### src/rtl/ca_tx_pkg.sv
package ca_tx_pkg;

  typedef enum logic [3:0] {
    ST_NORMAL,
    ST_IDLE,
    ST_WAIT_MAC,
    ST_TRANSMIT,
    ST_HOLD,
    ST_ABORT,
    ST_COLLIDE,
    ST_DELAY_PEND,
    ST_PENDING
  } txState_e;

  localparam logic [1:0] CMD_NONE   = 2'b00;
  localparam logic [1:0] CMD_BEACON = 2'b01;
  localparam logic [1:0] CMD_COMMIT = 2'b10;

  // Strobes from the control machine to the datapath
  typedef struct packed {
    logic passThru;  // forward MAC nibble and enable
    logic cmdOut;    // drive encoded command symbol
    logic crsHigh;   // force MAC carrier on
    logic crsLow;    // force MAC carrier off
    logic col;       // signal collision to MAC
  } dpCtl_t;

  // Low two bits of the command symbol nibble
  function automatic logic [1:0] cmdSym(input logic [1:0] code);
    case (code)
      CMD_BEACON: cmdSym = 2'b10;
      CMD_COMMIT: cmdSym = 2'b11;
      default:    cmdSym = 2'b00;
    endcase
  endfunction

  function automatic logic cmdErr(input logic [1:0] code);
    cmdErr = (code == CMD_BEACON) || (code == CMD_COMMIT);
  endfunction

endpackage

### src/rtl/ca_tx_ctrl.sv
module ca_tx_ctrl
  import ca_tx_pkg::*;
(
  input  logic     clk,
  input  logic     rst,
  input  logic     statusOk,
  input  logic     txOpp,
  input  logic     mcd,
  input  logic     crs,
  input  logic     macTxEn,
  output txState_e curState,
  output dpCtl_t   dpCtl
);

  txState_e nxtState;

  always_comb begin
    nxtState = curState;
    case (curState)
      ST_NORMAL:     if (statusOk) nxtState = ST_IDLE;
      ST_IDLE: begin
        if (txOpp)        nxtState = ST_WAIT_MAC;
        else if (macTxEn) nxtState = ST_HOLD;
      end
      ST_WAIT_MAC: begin
        if (mcd && macTxEn) nxtState = ST_TRANSMIT;
        else if (!txOpp)    nxtState = ST_IDLE;
      end
      ST_TRANSMIT:   if (!macTxEn) nxtState = ST_IDLE;
      ST_HOLD: begin
        if (!macTxEn)   nxtState = ST_ABORT;
        else if (txOpp) nxtState = ST_COLLIDE;
      end
      ST_ABORT:      if (!crs) nxtState = ST_IDLE;
      ST_COLLIDE:    if (!macTxEn) nxtState = ST_DELAY_PEND;
      ST_DELAY_PEND: if (!crs) nxtState = ST_PENDING;
      ST_PENDING:    if (txOpp) nxtState = ST_WAIT_MAC;
      default:       nxtState = ST_NORMAL;
    endcase
    // Global transition wins over every local exit
    if (!statusOk) nxtState = ST_NORMAL;
  end

  always_ff @(posedge clk) begin
    if (rst) curState <= ST_NORMAL;
    else     curState <= nxtState;
  end

  always_comb begin
    dpCtl = '0;
    case (curState)
      ST_NORMAL:   dpCtl.passThru = 1'b1;
      ST_TRANSMIT: begin
        dpCtl.passThru = 1'b1;
        dpCtl.crsHigh  = 1'b1;
      end
      ST_WAIT_MAC: begin
        dpCtl.cmdOut = 1'b1;
        dpCtl.crsLow = 1'b1;
      end
      ST_HOLD, ST_DELAY_PEND, ST_PENDING: begin
        dpCtl.cmdOut  = 1'b1;
        dpCtl.crsHigh = 1'b1;
      end
      ST_COLLIDE: begin
        dpCtl.cmdOut  = 1'b1;
        dpCtl.crsHigh = 1'b1;
        dpCtl.col     = 1'b1;
      end
      default:     dpCtl.cmdOut = 1'b1;
    endcase
  end

endmodule

### src/rtl/ca_tx_dp.sv
module ca_tx_dp
  import ca_tx_pkg::*;
#(
  parameter int DATA_W = 4
) (
  input  logic              clk,
  input  logic              rst,
  input  dpCtl_t            dpCtl,
  input  logic [1:0]        txCmd,
  input  logic              crs,
  input  logic              macTxEn,
  input  logic [DATA_W-1:0] macTxD,
  output logic [DATA_W-1:0] phyTxD,
  output logic              phyTxEn,
  output logic              phyTxEr,
  output logic              macCrs,
  output logic              macCol
);

  localparam int PAD_W = DATA_W - 2;

  logic [1:0] cmdSync;

  // Sample register: the symbol always comes from the last edge
  always_ff @(posedge clk) begin
    cmdSync <= txCmd;
  end

  always_comb begin
    phyTxD  = '0;
    phyTxEn = 1'b0;
    phyTxEr = 1'b0;
    if (!rst) begin
      if (dpCtl.passThru) begin
        phyTxD  = macTxD;
        phyTxEn = macTxEn;
      end else if (dpCtl.cmdOut) begin
        phyTxD  = {{PAD_W{1'b0}}, cmdSym(cmdSync)};
        phyTxEr = cmdErr(cmdSync);
      end
    end
  end

  always_comb begin
    if (dpCtl.crsHigh)     macCrs = 1'b1;
    else if (dpCtl.crsLow) macCrs = 1'b0;
    else                   macCrs = crs;
    macCol = dpCtl.col;
  end

endmodule

### src/rtl/ca_tx_fsm.sv
module ca_tx_fsm
  import ca_tx_pkg::*;
#(
  parameter int DATA_W = 4
) (
  input  logic              clk,
  input  logic              rst,
  input  logic              statusOk,
  input  logic [1:0]        txCmd,
  input  logic              txOpp,
  input  logic              mcd,
  input  logic              crs,
  input  logic              macTxEn,
  input  logic [DATA_W-1:0] macTxD,
  output logic [DATA_W-1:0] phyTxD,
  output logic              phyTxEn,
  output logic              phyTxEr,
  output logic              macCrs,
  output logic              macCol
);

  txState_e curState;
  dpCtl_t   dpCtl;

  ca_tx_ctrl u_ctrl (
    .clk      (clk),
    .rst      (rst),
    .statusOk (statusOk),
    .txOpp    (txOpp),
    .mcd      (mcd),
    .crs      (crs),
    .macTxEn  (macTxEn),
    .curState (curState),
    .dpCtl    (dpCtl)
  );

  ca_tx_dp #(.DATA_W(DATA_W)) u_dp (
    .clk     (clk),
    .rst     (rst),
    .dpCtl   (dpCtl),
    .txCmd   (txCmd),
    .crs     (crs),
    .macTxEn (macTxEn),
    .macTxD  (macTxD),
    .phyTxD  (phyTxD),
    .phyTxEn (phyTxEn),
    .phyTxEr (phyTxEr),
    .macCrs  (macCrs),
    .macCol  (macCol)
  );

endmodule

### config.mk
export PLATFORM = sky130hd
export DESIGN_NAME = ca_tx_fsm
export DESIGN_NICKNAME = d
export VERILOG_FILES = /design/src/rtl/ca_tx_pkg.sv /design/src/rtl/ca_tx_ctrl.sv /design/src/rtl/ca_tx_dp.sv /design/src/rtl/ca_tx_fsm.sv
export SDC_FILE = /design/constraint.sdc
export NUM_CORES = 1
export LEC_CHECK = 0
export BUFFER_PORTS_ARGS = -buffer_cell sky130_fd_sc_hd__buf_2
export CAP_MARGIN = 0
export CORE_AREA = 2 2 39 41
export CTS_BUF_LIST = sky130_fd_sc_hd__clkbuf_4 sky130_fd_sc_hd__clkbuf_8 sky130_fd_sc_hd__clkbuf_16
export CTS_CLUSTER_DIAMETER = 40
export CTS_CLUSTER_SIZE = 12
export DETAILED_ROUTE_END_ITERATION = 10
export DIE_AREA = 0 0 41 43
export HOLD_SLACK_MARGIN = 0.15
export PLACE_DENSITY = 0.67
export REMOVE_ABC_BUFFERS = 1
export SLEW_MARGIN = 30
export SYNTH_ARGS = -nofsm -noshare
export SYNTH_HDL_FRONTEND = slang
export SYNTH_SLANG_ARGS = --single-unit
export TNS_END_PERCENT = 30
### constraint.sdc
create_clock -name clk -period 1.9 [get_ports clk]
set_input_delay 0.19 -clock clk [delete_from_list [all_inputs] [get_ports clk]]
set_output_delay 0.19 -clock clk [all_outputs]
set_load 0.02 [all_outputs]
== Word-level counts from Yosys, hierarchy flattened ==
Cells that the tools add are included.
Word-level totals
  flip-flop bits (word level): 6
  input port bits: 13
Cells by class
  equality and inequality tests: 18
  mux-type cells: 27
  reduce and logical (&&, ||, !) cells: 7
  bitwise logic cells: 1
Operator list (count)
  two-way mux 4 bit: 13
  one-hot mux 4 bit (9 select lines): 1
  equality test 4 x 3 -> 1 bit (second input constant): 4
  two-way mux 1 bit: 11
  != test 2 bit (second input constant): 5
  equality test 4 x 2 -> 1 bit (second input constant): 2
  AND reduction 8 bit: 1
  != test 3 bit (second input constant): 2
  OR reduction 5 bit: 1
  equality test 4 x 1 -> 1 bit (second input constant): 1
  equality test 4 bit (second input constant): 1
  logical NOT 4 bit: 1
  one-hot mux 2 bit (2 select lines): 1
  OR reduction 2 bit: 2
  != test 3 x 2 -> 1 bit (second input constant): 1
  equality test 2 x 1 -> 1 bit (second input constant): 1
  equality test 2 bit (second input constant): 1
  two-way mux 2 bit: 1
  logical AND 1 bit: 1
  logical OR 1 bit: 1
  inverter 1 bit: 1

== Logic depth before layout (Yosys ltp) ==
  word-level depth: 5
  mapped depth: 6

== Modules after synthesis ==
Synthesis repeated with hierarchy kept, for this count alone.
Second synthesis, totals
  cells, all modules: 72
  area, all modules: 608.1 um2
Modules (own cells, without submodules)
  ca_tx_ctrl: area an instance 459.2 um2, times used 1, sequential area each 80.1 um2, cells each 56
  ca_tx_dp: area an instance 148.9 um2, times used 1, sequential area each 40.0 um2, cells each 16

== Worst setup path after synthesis ==
OpenSTA, ideal clock, no wires.
  kind: register to output
  start point: register u_ctrl.curState[0]
  end point: output phyTxD[1]
  arrival: 1.507 ns
  data required time: 1.710 ns
  cell stages (with the launch flop): 5
  path slack: 0.203 ns
  path buffers: 1
  cells stage by stage: dfxtp_1 -> buf_4 -> xnor2_1 -> a211oi_1 -> a21o_1
On the way
  longest elaborated chain between the ends: 5
  elaborated cells between the ends (all ways): 7
  classes of those cells: eq/ne (1); mux (4); reduce/logical (2)
RTL lines
  start: declaration: RTL line ca_tx_ctrl.sv:11  | output txState_e curState,
  start signal: assignment: RTL line ca_tx_ctrl.sv:46  | else curState <= nxtState;
  equality test 4 x 2 -> 1 bit or logical NOT 4 bit (tied branches): RTL line ca_tx_ctrl.sv:51  | case (curState)
  OR reduction 2 bit (no source line) *
  two-way mux 2 bit or two-way mux 1 bit (tied branches): RTL line ca_tx_dp.sv:37, ca_tx_ctrl.sv:51
  two-way mux 4 bit *: RTL line ca_tx_dp.sv:34  | if (dpCtl.passThru) begin
  two-way mux 4 bit *: RTL line ca_tx_dp.sv:33  | if (!rst) begin
  end: declaration: RTL line ca_tx_fsm.sv:15  | output logic [DATA_W-1:0] phyTxD,
Mark *: on every way between the ends. The rest lies on a longest branch, timed or not.

== Final worst setup path ==
  start point: register u_ctrl.curState[2]
  end point: output macCrs
On the way
  longest elaborated chain between the ends: 4
  elaborated cells between the ends (all ways): 11
  classes of those cells: eq/ne (6); mux (4); reduce/logical (1)
RTL lines
  equality test 4 x 3 -> 1 bit (tied with other cells): RTL line ca_tx_ctrl.sv:51
  OR reduction 5 bit (no source line) or two-way mux 1 bit (tied branches)
  two-way mux 1 bit, on equally long branches: RTL line ca_tx_ctrl.sv:51, ca_tx_dp.sv:46
  two-way mux 1 bit *: RTL line ca_tx_dp.sv:45  | if (dpCtl.crsHigh) macCrs = 1'b1;
  end: declaration: RTL line ca_tx_fsm.sv:18  | output logic macCrs,
Marked as above.

==> qor.tcl <==
set qor(crit_family) {flip-flops}
set qor(worst_hold_path.num_cells) 4
set qor(timing.fmax_mhz) 569
set qor(cts_made_buffers) 3
set qor(grt_start_max_net_pins) 15
set qor(yosys_warnings) 0
set qor(post-route-min-period_ns) 1.76
set qor(fillerInstances) 133
set qor(dpl-instance-area_um2) 642
set qor(run_status) {finished, final reports clean}
set qor(finalClockSkew_ns) 0.00110
set qor(criticalPathCategory) {register to primary output}
set qor(worst_ep_required_time_ns) 1.71
set qor(avgViaCountPerCell) 5.26
set qor(syn_inst) 73
set qor(placed_cells) 106
set qor(worst_path_max_delay_cell) {dfxtp_1}
set qor(p_leak_nw) 0.315
set qor(initial_utilization_pct) 39.4
set qor(clockRootBuffer) {clkbuf_4}
set qor(grt_first_pass_wirelength_mm) 1.92
set qor(detailedPlace.worstSlack_ns) 0.274
set qor(grt.overflow.total) 0
set qor(clock_tree_from_tritoncts) {yes}
set qor(fin_tns_setup_ns) 0
set qor(critPathMaxFanout) 12
set qor(detail-route-antenna-nets) 0
set qor(slew_violations) 0
set qor(drt-initial-drc-count) 5
set qor(vias) 584
set qor(placeableCoreArea_mm2) 0.00138
set qor(drt_drc_violations_left) 0
set qor(grt_pass1_vias) 489
set qor(worst_r2r_path_depth) 5
set qor(proportion_of_layout_cells_with_a_drive_suffix_above_1_pct) 32.6
set qor(portBuffers) 20
set qor(diode_insertion_count_for_antenna_repair) 0
set qor(nNetsFinal) 111
set qor(synth_enable_flop_cells) 0
set qor(crit_path_start_kind) {register}
set qor(ys.flop_type) {dfxtp_1}
set qor(timing_worst_slew_pin_value_ns) 0.473
set qor(grt.total_usage_pct) 15.7
set qor(h_tree_levels) 1
set qor(die-height_um) 43
set qor(synth-async-reset-ratio_pct) 0
set qor(detail_route.wl_per_cell_um) 10.9
set qor(cts.reportedPaths.clkPinSlew_ns) 0.04
set qor(finalWorstSetupSlack_ns) 0.144
set qor(layoutNonFillerInstCount) 111
set qor(crit_arrival_ns) 1.57
set qor(timing.critical_path.depth) 4
set qor(timing.max_cap.violations) 0
set qor(die_area_mm2) 0.00176
set qor(max-slew-margin-rel_pct) 68.4
set qor(row_count) 14
set qor(hold_path_class) {primary input to register}
set qor(hold_slack_ns) 0.328
set qor(timing.critical_path.cells) {or2b_1 -> o21a_1 -> o211ai_1 -> buf_2}
set qor(yosysUniqueCellTypes) 39
set qor(die_width_um) 41
set qor(critPathCaptureType) {primary output}
set qor(yosys_register_bits) 6
set qor(hold_violation_total_from_the_final_report) 0
set qor(final_min_period_over_clock_period_pct) 92.4
set qor(worstSkewPairLatency_ns) 0.24
set qor(syn_avg_cell_area_um2) 7.47
set qor(final_util_pct) 49.7
set qor(cts.sinks) 6
set qor(area.growth.synth_to_final_pct) 26.1
set qor(total_setup_violations_reported_at_the_end_of_the_flow) 0
set qor(grt_setup_unrepaired) {false}
set qor(yosysSeqAreaShare_pct) 22.0
set qor(routabilityCongestion) 0.822
set qor(peakVddDrop_v) 0.000451
set qor(slowest_delay_ns) 0.56
set qor(drt_pass_1_iters) 4
set qor(postcts_setup_bufs) 0
set qor(final_design_area_excluding_fillers_um2) 688
set qor(drt_wl_total_mm) 1.21
set qor(max_clock_buf_depth) 2
set qor(synthesis.area_um2) 546
set qor(place.detailed.hpwl_um) 907
set qor(cellPowerDensity_mw_per_mm2) 501
set qor(post-layout-total-power_mw) 0.345
set qor(cp_num_buf_inv) 1
set qor(boundaryPins) 21
set qor(antenna_found_initial) 0
[sequential cells by signal, indices dropped and copies added (netlist names)]
signal / cells
u_ctrl.curState: 4
u_dp.cmdSync: 2
[Yosys cell counts (all sizes together), types with 2 or more instances]
cell | count | area (um^2)
a21o | 2 | 16.3
a21oi | 2 | 10.0
and2 | 4 | 28.8
buf | 4 | 35.0
dfxtp | 6 | 120
inv | 2 | 7.51
mux2i | 3 | 30.0
nand2 | 8 | 30.0
nand2b | 2 | 12.5
nand3 | 2 | 10.0
nand4 | 2 | 12.5
nor2 | 8 | 30.0
nor2b | 2 | 12.5
nor3 | 3 | 15.0
o211ai | 2 | 15.0
o21ai | 4 | 23.8
xnor2 | 2 | 17.5
[layer usage]
metal	vias up	wire length (um)	global-route usage (%)
li1	307	-	-
met1	257	550	17.1
met2	20	580	26.6
met3	0	79	6.28
met4	0	0	4.00
met5	-	0	0
[worst reg2reg max path, stage by stage (launching register included)]
cell	delay, ns
dfxtp_1	0.56
and2b_1	0.26
o21bai_1	0.16
a311o_1	0.36
o2111ai_1	0.08
mux2i_1	0.09
[cells by family (layout without fill, tap and decap cells)]
kind of cell    count (synthesis)  in the layout  synth area share, %
simple gates                   35             35                 33.0
compound gates                 19             19                 25.5
buf+inv                         7             29                 8.49
flops                           6              6                 22.0
mux                             3              3                 5.50
xor+xnor                        2              2                 3.21
fa+ha+maj                       1              1                 2.29
[power by group]
part | internal, mW | switching [mW] | total (mW)
clock | 0.0712 | 0.0419 | 0.113
combinational | 0.0434 | 0.0500 | 0.0933
sequential | 0.131 | 0.00699 | 0.138
total | 0.246 | 0.0989 | 0.345
[layout make-up]
class | instances | area (um^2) | share of cell area, %
Multi-Input combinational cell | 60 | 382 | 55.5
Timing Repair Buffer | 24 | 135 | 19.6
Sequential cell | 6 | 121 | 17.6
Clock buffer | 3 | 22.5 | 3.27
Tap cell | 16 | 20.0 | 2.91
Inverter | 2 | 7.51 | 1.09
[worst paths after layout]
path | start | to | slack [ns]
min reg2reg | u_ctrl.curState[1] | u_ctrl.curState[1] | 0.58
max | u_ctrl.curState[2] | macCrs | 0.14
max reg2reg | u_ctrl.curState[2] | u_ctrl.curState[1] | 0.28
min | txOpp | u_ctrl.curState[2] | 0.33
[timing repair]
item / 4_1_cts / 5_1_grt
endpoints found under the hold margin: 2 / 0
hold buffers: 2 / 0
resized for setup: 0 / 2
endpoints found under the setup margin: 0 / 4
[cell usage in the layout, fill, tap and decap left out, types with 2 or more instances in the layout]
| master | instances |
|---|---|
| a21oi_1 | 2 |
| and2_1 | 2 |
| buf_2 | 20 |
| buf_4 | 2 |
| clkbuf_4 | 3 |
| dfxtp_1 | 5 |
| dlygate4sd3_1 | 2 |
| inv_1 | 2 |
| mux2i_1 | 3 |
| nand2_1 | 8 |
| nand2b_1 | 2 |
| nand3_1 | 2 |
| nand4_1 | 2 |
| nor2_1 | 7 |
| nor2b_1 | 2 |
| nor3_1 | 3 |
| o211ai_1 | 2 |
| o21ai_0 | 2 |
| xnor2_1 | 2 |
Note: power is estimated with default switching activity, not from simulation.
